--- src/rtl/i2c_snap_regs.sv ---
module i2c_snap_regs #(
  parameter logic [6:0] DEV_ADDR   = 7'h68,
  parameter int         MAP_BYTES  = 32,
  parameter int         SNAP_BYTES = 8
) (
  input  logic                    clk,
  input  logic                    rst_n,
  input  logic                    scl_i,
  input  logic                    sda_i,
  output logic                    sda_o,
  output logic                    sda_oe,
  input  logic [SNAP_BYTES*8-1:0] cnt_i,
  output logic [SNAP_BYTES*8-1:0] cnt_o,
  output logic [SNAP_BYTES-1:0]   cnt_we
);
  localparam int AW = $clog2(MAP_BYTES);
  localparam int SW = $clog2(SNAP_BYTES);

  typedef enum logic [2:0] {S_IDLE, S_DEV, S_PTR, S_WR, S_RD} st_t;

  st_t                 st;
  logic [1:0]          scl_sy, sda_sy;
  logic                scl_s, sda_s, scl_q, sda_q;
  logic                scl_rise, scl_fall, start_c, stop_c;
  logic [7:0]          regs [MAP_BYTES];
  logic [AW-1:0]       ptr;
  logic [7:0]          shreg, tx;
  logic [3:0]          bitc;
  logic                rw, ack_ok, busy;
  logic [SNAP_BYTES-1:0] dirty;

  assign sda_o    = 1'b0;
  assign scl_s    = scl_sy[1];
  assign sda_s    = sda_sy[1];
  assign scl_rise =  scl_s & ~scl_q;
  assign scl_fall = ~scl_s &  scl_q;
  assign start_c  = scl_s & scl_q &  sda_q & ~sda_s;
  assign stop_c   = scl_s & scl_q & ~sda_q &  sda_s;

  for (genvar g = 0; g < SNAP_BYTES; g++) begin : g_out
    assign cnt_o[8*g +: 8] = regs[g];
  end

  always_ff @(posedge clk or negedge rst_n) begin
    if (!rst_n) begin
      scl_sy <= 2'b11;
      sda_sy <= 2'b11;
      scl_q  <= 1'b1;
      sda_q  <= 1'b1;
    end else begin
      scl_sy <= {scl_sy[0], scl_i};
      sda_sy <= {sda_sy[0], sda_i};
      scl_q  <= scl_s;
      sda_q  <= sda_s;
    end
  end

  always_ff @(posedge clk or negedge rst_n) begin
    if (!rst_n) begin
      st     <= S_IDLE;
      ptr    <= '0;
      shreg  <= '0;
      tx     <= '0;
      bitc   <= '0;
      rw     <= 1'b0;
      ack_ok <= 1'b0;
      busy   <= 1'b0;
      dirty  <= '0;
      sda_oe <= 1'b0;
      cnt_we <= '0;
      for (int i = 0; i < MAP_BYTES; i++) regs[i] <= '0;
    end else begin
      cnt_we <= '0;
      if (start_c) begin
        st     <= S_DEV;
        bitc   <= '0;
        sda_oe <= 1'b0;
        busy   <= 1'b1;
        if (!busy)
          for (int i = 0; i < SNAP_BYTES; i++) regs[i] <= cnt_i[8*i +: 8];
      end else if (stop_c) begin
        st     <= S_IDLE;
        sda_oe <= 1'b0;
        busy   <= 1'b0;
        cnt_we <= dirty;
        dirty  <= '0;
      end else if (st != S_IDLE) begin
        if (scl_rise) begin
          if (bitc < 4'd8) begin
            if (st != S_RD) shreg <= {shreg[6:0], sda_s};
            bitc <= bitc + 4'd1;
          end else if (bitc == 4'd8) begin
            bitc <= 4'd9;
            if (st == S_WR) ptr <= ptr + 1'b1;
            if (st == S_RD) begin
              ack_ok <= ~sda_s;
              if (!sda_s) ptr <= ptr + 1'b1;
            end
          end
        end else if (scl_fall) begin
          if (bitc == 4'd8) begin
            case (st)
              S_DEV: begin
                if (shreg[7:1] == DEV_ADDR) begin
                  sda_oe <= 1'b1;
                  rw     <= shreg[0];
                end else begin
                  st <= S_IDLE;
                end
              end
              S_PTR: begin
                ptr    <= shreg[AW-1:0];
                sda_oe <= 1'b1;
              end
              S_WR: begin
                regs[ptr] <= shreg;
                if (ptr < AW'(SNAP_BYTES)) dirty[ptr[SW-1:0]] <= 1'b1;
                sda_oe <= 1'b1;
              end
              default: sda_oe <= 1'b0;
            endcase
          end else if (bitc == 4'd9) begin
            bitc <= '0;
            case (st)
              S_DEV: begin
                if (rw) begin
                  st     <= S_RD;
                  tx     <= regs[ptr];
                  sda_oe <= ~regs[ptr][7];
                end else begin
                  st     <= S_PTR;
                  sda_oe <= 1'b0;
                end
              end
              S_PTR: begin
                st     <= S_WR;
                sda_oe <= 1'b0;
              end
              S_RD: begin
                if (ack_ok) begin
                  tx     <= regs[ptr];
                  sda_oe <= ~regs[ptr][7];
                end else begin
                  st     <= S_IDLE;
                  sda_oe <= 1'b0;
                end
              end
              default: sda_oe <= 1'b0;
            endcase
          end else if (st == S_RD && bitc != 4'd0) begin
            sda_oe <= ~tx[6];
            tx     <= {tx[6:0], 1'b0};
          end
        end
      end
    end
  end
endmodule

--- config.mk ---
export PLATFORM = sky130hd
export DESIGN_NAME = i2c_snap_regs
export DESIGN_NICKNAME = d
export VERILOG_FILES = /design/src/rtl/i2c_snap_regs.sv
export SDC_FILE = /design/constraint.sdc
export NUM_CORES = 1
export LEC_CHECK = 0
export ABC_AREA = 1
export BUFFER_PORTS_ARGS = -buffer_cell sky130_fd_sc_hd__buf_2
export CAP_MARGIN = 20
export CORE_ASPECT_RATIO = 1.2
export CORE_MARGIN = 1.5
export CORE_UTILIZATION = 55
export CTS_CLUSTER_DIAMETER = 150
export CTS_CLUSTER_SIZE = 20
export DETAILED_ROUTE_END_ITERATION = 8
export GPL_TIMING_DRIVEN = 0
export HOLD_SLACK_MARGIN = 0.02
export MAX_ROUTING_LAYER = met4
export PLACE_DENSITY = 0.77
export SLEW_MARGIN = 0
export SYNTH_ARGS = -nofsm -noshare
export SYNTH_HDL_FRONTEND = slang
export SYNTH_SLANG_ARGS = --single-unit
--- constraint.sdc ---
create_clock -name clk -period 2.21 [get_ports clk]
set_input_delay 0.663 -clock clk [delete_from_list [all_inputs] [get_ports clk]]
set_output_delay 0.663 -clock clk [all_outputs]
set_load 0.05 [all_outputs]
# After elaboration in Yosys (flattened, before gate mapping)
# Cells that the tools add are included.
# word_totals
memories	0
inputBits	68
mem_bits_ro	0
out_inout_bits	74
reg_bits	309
mem_bits_rw	0
latchBits	0
elab_cells	210
# classes
multipliers	0
add_sub_neg	2
n_reduce_logical	37
n_eq_ne	23
div_mod_pow	0
shift	0
bitwise	20
muxes	75
order_cmp	6
# ops
op	count
2-to-1 mux 256 bit	6
bitwise mux 256 bit	1
2-to-1 mux 64 bit	2
2-to-1 mux 8 bit	12
2-to-1 mux 5 bit	9
binary-select mux 8 bit (select 5 bit)	1
demux 8 bit (select 5 bit)	1
2-to-1 mux 4 bit	9
AND reduction 7 bit	5
2-to-1 mux 3 bit	11
2-to-1 mux 7 bit	4
nonzero test 2 bit	13
AND reduction 8 bit	2
nonzero test 3 bit	5
2-to-1 mux 1 bit	14
case mux 7 bit (2 select lines)	1
inequality test 3 bit, second input constant	4
AND reduction 6 bit	2
NOT 1 bit	11
inequality test 5 bit, second input constant	2
AND reduction 10 bit	1
nonzero test 5 bit	2
case mux 3 bit (3 select lines)	1
== test 4 bit, second input constant	2
27 further kinds	42

# Longest topological paths before layout
# Gate-level depths: netlist of run 1.
# logic_depth
word_depth	14
ltp_mapped	14
depth_no_buf	12

# Worst setup path after synthesis of run 1
# OpenSTA, ideal clock, no wires.
# synth_timing
path_kind	register to register
start	register ptr[0]
end	register regs (netlist bit cnt_o[48])
required_ns	2.084
setup_slack_ns	-0.010
path_stages_with_launch	12
arrival_time_ns	2.094
synth_period_minus_slack_ns	2.220
setup_time_ns	0.126
n_path_buf	4
path_cell_list	dfrtp_1 -> buf_2 -> inv_2 -> buf_2 -> buf_1 -> ha_1 -> inv_1 -> nor2_1 -> inv_1 -> a21oi_4 -> buf_2 -> o21ai_0
# synth_via
elab_chain_len	13
elab_cells_between_ends	14
classes_between	2 x order compare; 10 x mux; 1 x bitwise; 1 x reduce/logical
# synth_rtl
element	line	text
start: declaration	26	logic [AW-1:0] ptr;
start signal: assignment	94	if (st == S_WR) ptr <= ptr + 1'b1;
start signal: assignment	97	if (!sda_s) ptr <= ptr + 1'b1;
start signal: assignment	112	ptr <= shreg[AW-1:0];
NOT 5 -> 6 bit (not written as such) *	116	regs[ptr] <= shreg;
greater-or-equal comparator 6 bit (not written as such) or less-than comparator 6 x 1 -> 1 bit (tied branches)	116	
logical AND 1 bit (not written as such)	116	
2-to-1 mux 8 bit (not written as such)	116	
demux 8 bit (select 5 bit) *	116	
bitwise mux 256 bit *	116	
2-to-1 mux 256 bit *	102	case (st)
2-to-1 mux 256 bit *	101	if (bitc == 4'd8) begin
2-to-1 mux 256 bit *	100	end else if (scl_fall) begin
2-to-1 mux 256 bit *	88	if (scl_rise) begin
2-to-1 mux 256 bit *	87	end else if (st != S_IDLE) begin
2-to-1 mux 256 bit *	81	end else if (stop_c) begin
2-to-1 mux 64 bit *	74	if (start_c) begin
end signal: indexed assignment	116	
end: declaration	25	logic [7:0] regs [MAP_BYTES];
# Every way passes the cells marked *; elsewhere a longest branch is shown, timed or not. The select of a mux whose other input is x is not followed.
# A chain may end at the register's enable or synchronous reset.

# Final worst setup path of run 1
# layout_timing
start	register ptr[2]
end	register sda_oe
# layout_via
elab_chain_len	14
elab_cells_between_ends	15
classes_between	13 x mux; 2 x bitwise
# layout_rtl
element	line	text
NOT 5 -> 6 bit (not written as such) *	129, 142	
binary-select mux 8 bit (select 5 bit) *	129, 142	
2-to-1 mux 8 bit (not written as such) * (2 in a row)	129, 142	
NOT 1 bit *	129, 142	
2-to-1 mux 1 bit (on tied branches)	140, 126	
case mux 1 bit (2 select lines) *	124	case (st)
2-to-1 mux 1 bit *	122	end else if (bitc == 4'd9) begin
2-to-1 mux 1 bit *	101	
2-to-1 mux 1 bit *	100	
2-to-1 mux 1 bit *	88	
2-to-1 mux 1 bit *	87	
2-to-1 mux 1 bit *	81	
2-to-1 mux 1 bit *	74	
end signal: assignment	129	sda_oe <= ~regs[ptr][7];
end signal: assignment	142	sda_oe <= ~regs[ptr][7];
end signal: assignment	151	sda_oe <= ~tx[6];
end: declaration	11	output logic sda_oe,
# Marks and branches as above.

==> results.md, run 1 <==
* Status: finished with violations
* Failing checks: negative setup slack
* Prevailing post-synth register cell: dfrtp_1
* Clock buffer depth at 3
* Routability cong. at between 1 and 1.5
* Final hold violation count at 0
* # diodes at 0
* Area of the multi-input gates at roughly 0.0074 sq mm
* Hold crit path type: input port to asynchronous set/reset pin
* Clk_skew at 0.0289 ns
* Clock sinks at 309
* CTS tree: done
* Avg WL per Cell at 20.0 microns
* Worst-path clk slew at 0.10 ns
* Total grt overflow at 0
* Final Slew Violations at 0
* Leak at 9.45 nW
* Area growth syn-to-layout at 16.3%
* Yosys warns at 0
* Fmax at 0.440 GHz
* Worst path required time at 2.63 ns
* Die W at 161 microns
* H-tree depth at 1
* Total CTS buffers at 19
* Design Power at 11.6 mW
* DRC at 0
* PD cells at about 600 mW/mm^2
* Setup Viol. Count Final at 2
* Die area at 0.0312 sq mm
* Final HPWL DP at 39.6 mm
* Ratio of cells with drive above 1 in the final layout at around 20%
* Vias in the first global route at 14971
* Boundary Pins at 142
* Worst setup path startpoint: ptr[2]
* Root Driver: clkbuf_16
* Max_cap viols at 0
* Max transition margin at 46.3%
* Initial antenna violation count at 0
* Vias per cell at approximately 5.7
* Clk_lat worst skew at roughly 0.53 ns
* EDFF count, synth at 0
* Vias at 15856
* Post-Route WL at 55.8 mm
* Post-synth ARST share at 100%
* Die height at around 190 microns
* ANT nets after route at 0
* Worst-margin pin slew at 0.801 ns
* Hold buffers post-CTS at 0
* CP endpoint kind: flip-flop
* Synth Instances at 2181
* Seq/Total Area, Yosys at between 40 and 50%
* Worst IR drop on VDD at 737 uV
* Unrepaired setup endpoints after global routing: true
* Fin crit share at 103%
* Fillers at 2596
* GR Util All Layers at 36.8%
* FP Rows at 69
* Net count after synthesis at roughly 2300
* Avg Inst Size Synth at 7.59 sq um
* Setup ws final at -0.0620 ns
* Cell Area, Synth at 0.0166 sq mm
* Port bufs at 140
* Starting Density at 55.9%
* Core ar. at slightly below 0.03 sq mm
* Crit path kind: flip-flop to flip-flop
* First-pass GRT wire length at 84.9 mm
* # nets final at 2468
* R2R depth at 10
* DRT Pass-1 Iters at 5
* Startpoint types: flip-flop
* FF-to-FF Start: ptr[2]
* Unique cell type count in the Yosys netlist at 44
* Crit path DAT at 2.70 ns
* FF+latch area at 0.00774 sq mm
* CP max FO at 10
* Final Util at roughly two thirds
* DR iter-0 viols at roughly 1800
* Post-layout minimum cycle time at 2.27 ns
* Register bit total from synthesis at 309
* Largest net degree at the start of global routing at 124
metrics by stage:
stage | cells | TNS (ns) | hold WS (ns) | setup slack, ns | instance area, sq um
after floorplan | 2181 | 0 | 0.345 | 0.134 | 16600
after global placement | 2711 | -1681.62 | 0.346 | -5.26 | 17800
after detailed placement | 2713 | -84.29 | 0.348 | -0.916 | 17800
after CTS | 2766 | -0.0373 | 0.123 | -0.0227 | 18900
after global routing | 2786 | -0.793 | 0.144 | -0.132 | 19300
final | 2786 | -0.0830 | 0.0978 | -0.0620 | 19300
cells by family after synthesis:
kind of cell	share of synthesized area [%]
xor+xnor	0.0529
compound gates	15.1
simple gates	27.0
fa+ha+maj	0.755
other cells	0.0226
buf+inv	10.3
flops	46.7
state kept, by name, indices dropped and copies added (netlist names), 2 cells and up:
register,flops
regs,192
cnt_o,64
cnt_we,8
dirty,8
shreg,8
tx,7
ptr,5
bitc,4
st,3
scl_sy,2
sda_sy,2
report_power, final:
group          switching [mW]  internal (mW)
sequential              0.203           5.88
combinational            1.36          0.633
clock                    1.94           1.60
total                    3.50           8.11
cells in the mapped netlist (2+ instances only):
| cell type | instances | area, sq um |
|---|---|---|
| buf_1 | 13 | 48.8 |
| nand3_1 | 91 | 455 |
| nand3_2 | 2 | 20.0 |
| inv_2 | 5 | 18.8 |
| a31oi_1 | 4 | 25.0 |
| buf_4 | 70 | 526 |
| inv_1 | 147 | 552 |
| dfstp_2 | 6 | 158 |
| o21ai_0 | 202 | 1010 |
| nand4_1 | 6 | 37.5 |
| clkbuf_1 | 61 | 229 |
| nand2_4 | 16 | 180 |
| buf_2 | 21 | 105 |
| ha_1 | 10 | 125 |
| nand2_1 | 858 | 3220 |
| a21oi_4 | 8 | 130 |
| o21ai_2 | 7 | 61.3 |
| o21ai_1 | 141 | 706 |
| clkinv_1 | 3 | 11.3 |
| a21oi_1 | 51 | 255 |
| nor2_8 | 5 | 100 |
| buf_6 | 18 | 203 |
| nor3_1 | 5 | 25.0 |
| nor2_2 | 3 | 18.8 |
| o31ai_1 | 36 | 270 |
| nor2_1 | 63 | 236 |
| dfrtp_1 | 303 | 7580 |
| nand3_4 | 6 | 105 |
| nand2_2 | 5 | 31.3 |
cell type report:
type / count / share of cell area, %
plain buffers: 180 / 6.72
clock buffers: 26 / 2.61
clock inverters: 1 / 0.0845
inverters: 156 / 3.16
multi-input cells: 1533 / 38.3
flip-flops and latches: 309 / 40.2
well taps: 390 / 2.53
repair buffers: 191 / 6.42
placed cells by master, fill, tap and decap left out, types with 3 or more instances in the layout:
cell type,count
nand2_1,852
buf_4,124
nor2_4,6
clkbuf_16,21
nor3_1,4
inv_2,10
a21oi_4,9
nand3_4,10
clkinvlp_4,3
inv_1,139
nor2_8,5
ha_1,3
o21ai_2,8
dfstp_2,6
nor2_2,6
dfrtp_1,303
nor2_1,55
o31ai_1,35
o21ai_0,197
a21oi_1,50
nand3_1,88
clkbuf_1,25
buf_8,4
clkbuf_4,10
buf_12,7
nand4_1,6
a31oi_1,4
o21ai_1,144
clkbuf_2,26
nand2_4,20
buf_2,157
ha_4,6
nand2_2,6
buf_6,21
critical path, stage by stage, from the launching register on:
cell and delay, ns:
dfrtp_1 0.38, buf_2 0.19, inv_1 0.27, clkbuf_1 0.63
nand2_1 0.16, nand2_1 0.12, nand2_1 0.07, nand2_1 0.13
o21bai_1 0.11, nand2_1 0.06, nand2_1 0.04
worst paths after layout:
kind                              to  slack [ns]
setup / recovery              sda_oe       -0.06
hold / removal              dirty[2]         0.1
setup reg to reg              sda_oe       -0.06
hold reg to reg            sda_sy[1]        0.36
max in group asynchronous   regs[93]        1.02
min in group clk           scl_sy[0]        0.23
metal layers:
| layer | track usage [%] | up-vias | share of wire (%) |
|---|---|---|---|
| met3 | 5.52 | 227 | 9.4 |
| met4 | 19.7 | 0 | 6.3 |
| met2 | 59.5 | 894 | 47 |
| met5 | - | - | 0 |
| met1 | 44.9 | 7412 | 38 |
| li1 | - | 7323 | - |
repair_timing:
| action | in CTS | in global routing |
|---|---|---|
| setup buffers | 25 | 21 |
| gates resized for setup | 113 | 96 |
| cloned | 1 | 2 |
| endpoints found under the setup margin | 281 | 220 |
| pin swaps | 12 | 7 |
(Power assumes the default switching activity.)
==> inputs of run 2 (changes only) <==
CORE_ASPECT_RATIO = 1.75   (was 1.2)
==> results.md, run 2 (synthesis results as in run 1) <==
* Die area at 0.0312 sq mm (+0.12%)
* Startpoint types: flip-flop
* Int Pwr at 8.12 mW (about the same)
* Root Driver: clkbuf_16
* Clock sinks at 309 (unchanged)
* Port bufs at 140 (unchanged)
* Fmax at 0.448 GHz (+1.7%)
* Leak at 9.56 nW (+1.2%)
* Worst-path clk slew at 0.09 ns (about the same)
* Largest net degree at the start of global routing at 98 (-21%)
* Initial antenna violation count at 0 (unchanged)
* Total grt overflow at 0 (unchanged)
* Most flops, register: regs
* Worst IR drop on VDD at 715 uV (-3.0%)
* Max transition margin at 28.4% (-18 points)
* CP max FO at 8 (-2)
* DRC at 0 (unchanged)
* GR Util All Layers at 39.2% (+2.4 points)
* Unrepaired setup endpoints after global routing: true
* Vias at 15943 (+0.55%)
* Clock buffer depth at 3 (unchanged)
* Status: finished with violations
* Total CTS buffers at 19 (unchanged)
* DRT Pass-1 Iters at 6 (+1)
* Final Slew Violations at 0 (unchanged)
* Fillers at 2611 (+0.58%)
* PD cells at 594 mW/mm^2 (-1.5%)
* Hold Worst Slack at 0.217 ns (+0.119 ns)
* CP endpoint kind: flip-flop
* Clock Power Share at 30.8% (+0.3 points)
* Ratio of cells with drive above 1 in the final layout at 21.8% (+1.8 points)
* Failing checks: negative setup slack
* Post-Route WL at 59.7 mm (+7.0%)
* Clk_skew at 0.0268 ns (-0.00218 ns)
* CTS tree: done
* Final hold violation count at 0 (unchanged)
* Worst-margin pin slew at 1.07 ns (+0.267 ns)
* Cell area after layout at 0.0197 sq mm (+2.4%)
* Combinational power share at 17.3% (+0.2 points)
* Worst path required time at 2.62 ns (about the same)
* Flop pwr share at 51.9% (-0.4 points)
* FP Rows at 83 (+20%)
* Switch Pwr at 3.60 mW (+2.7%)
* Crit path DAT at 2.64 ns (-0.06 ns)
* Most common cell after layout, fill and taps aside: nand2_1
* DR iter-0 viols at 1353 (-24%)
* First-pass GRT wire length at 89.0 mm (+4.8%)
* Final HPWL DP at 42.8 mm (+8.2%)
* # nets final at 2477 (+0.36%)
* Boundary Pins at 142 (unchanged)
* Setup Viol. Count Final at 8 (+6)
* Max_cap viols at 0 (unchanged)
* Area growth syn-to-layout at 19.1%
* Final Util at 66.9% (+1.8 points)
* Crit path kind: flip-flop to flip-flop
* Hold crit path type: input port to flip-flop
* Die height at 233 microns (+20%)
* Core ar. at 0.0295 sq mm (-0.40%)
* Fin cells at 2787 (+0.036%)
* Clk_lat worst skew at 0.56 ns (+0.03 ns)
* Die W at 134 microns (-17%)
* DP Area at 0.0178 sq mm (about the same)
* Placed cells at 2706 (-0.26%)
* ANT nets after route at 0 (unchanged)
* Setup ws final at -0.0240 ns (+0.0380 ns)
* R2R depth at 12 (+2)
* # diodes at 0 (unchanged)
* Switching Share at 30.7% (+0.54 points)
* Vias in the first global route at 15608 (+4.3%)
* Vias per cell at 5.72 (+0.51%)
* Post-layout minimum cycle time at 2.23 ns (-0.0380 ns)
* Starting Density at 56.2% (+0.23 points)
* Hold Path Stages at 1
* Number of flip-flops in the largest register at 192 (unchanged)
* Avg WL per Cell at 21.4 microns (+6.9%)
* Routability cong. at 1.03 (+1.9%)
* Fin crit share at 101% (-1.7 points)
* Most frequent cells in the layout: nand2_1 (836), dfrtp_1 (303), o21ai_0 (177)
* H-tree depth at 1 (unchanged)
==> run 2: layer usage <==
| metal | global-route usage (%) | wire length, microns | vias up |
|---|---|---|---|
| li1 | - | - | 7347 |
| met1 | 41.7 | 20600 | 7455 |
| met2 | 66.4 | 29600 | 824 |
| met3 | 4.51 | 4060 | 317 |
| met4 | 29.7 | 5480 | 0 |
| met5 | - | 0 | - |
==> run 2: worst paths after layout <==
check	start	end	slack, ns
max reg2reg	scl_q	regs[181]	-0.02
min reg2reg	sda_sy[0]	sda_sy[1]	0.36
min in group asynchronous	rst_n	regs[70]	0.57
min	sda_i	sda_sy[0]	0.22
max in group asynchronous	rst_n	shreg[5]	0.46
max	scl_q	regs[181]	-0.02
==> run 2: through the flow <==
stage	worst slack [ns]	total power [mW]	TNS (ns)
after floorplan	0.134	7.50	0
after global placement	-5.36	8.07	-1726.37
after detailed placement	-0.780	8.12	-103.93
after CTS	-0.0192	11.7	-0.0329
after global routing	-0.0611	12.0	-1.03
final	-0.0240	11.7	-0.108
==> run 2: worst max-delay path, stage by stage (launching register included) <==
cell and delay (ns):
dfstp_2 0.59, ha_4 0.19, inv_4 0.04, nor2_4 0.09, nand2_4 0.08, nor2_8 0.19
clkinv_8 0.15, nor2_8 0.20, buf_12 0.17, nand2_8 0.08, buf_8 0.20, nand2_2 0.06
o21ai_2 0.05
==> run 2: repair_timing <==
action / 4_1_cts / 5_1_grt
hold buffers: 1 / 0
cloned: 3 / 8
pin swaps: 14 / 15
setup buffers: 33 / 16
setup endpoints to repair: 285 / 232
gates resized for setup: 134 / 146
endpoints found under the hold margin: 35 / 0
==> run 2: power groups by stage <==
stage,clock network [mW],registers (mW),logic (mW)
3_5_place_dp,0,6.18,1.94
6_report,3.61,6.08,2.02
3_3_place_gp,0,6.18,1.89
2_1_floorplan,0,6.13,1.37
5_1_grt,3.79,6.10,2.15
4_1_cts,3.62,6.07,1.98
==> run 2: cell type report <==
type	count	area [sq um]	area share, %
clock buffer	25	498	2.52
multi-input combinational	1533	7530	38.2
timing repair buffer	204	1530	7.73
buffer	176	1320	6.67
clock inverter	2	25.0	0.127
tap	382	478	2.42
inverter	156	613	3.11
sequential	309	7740	39.2
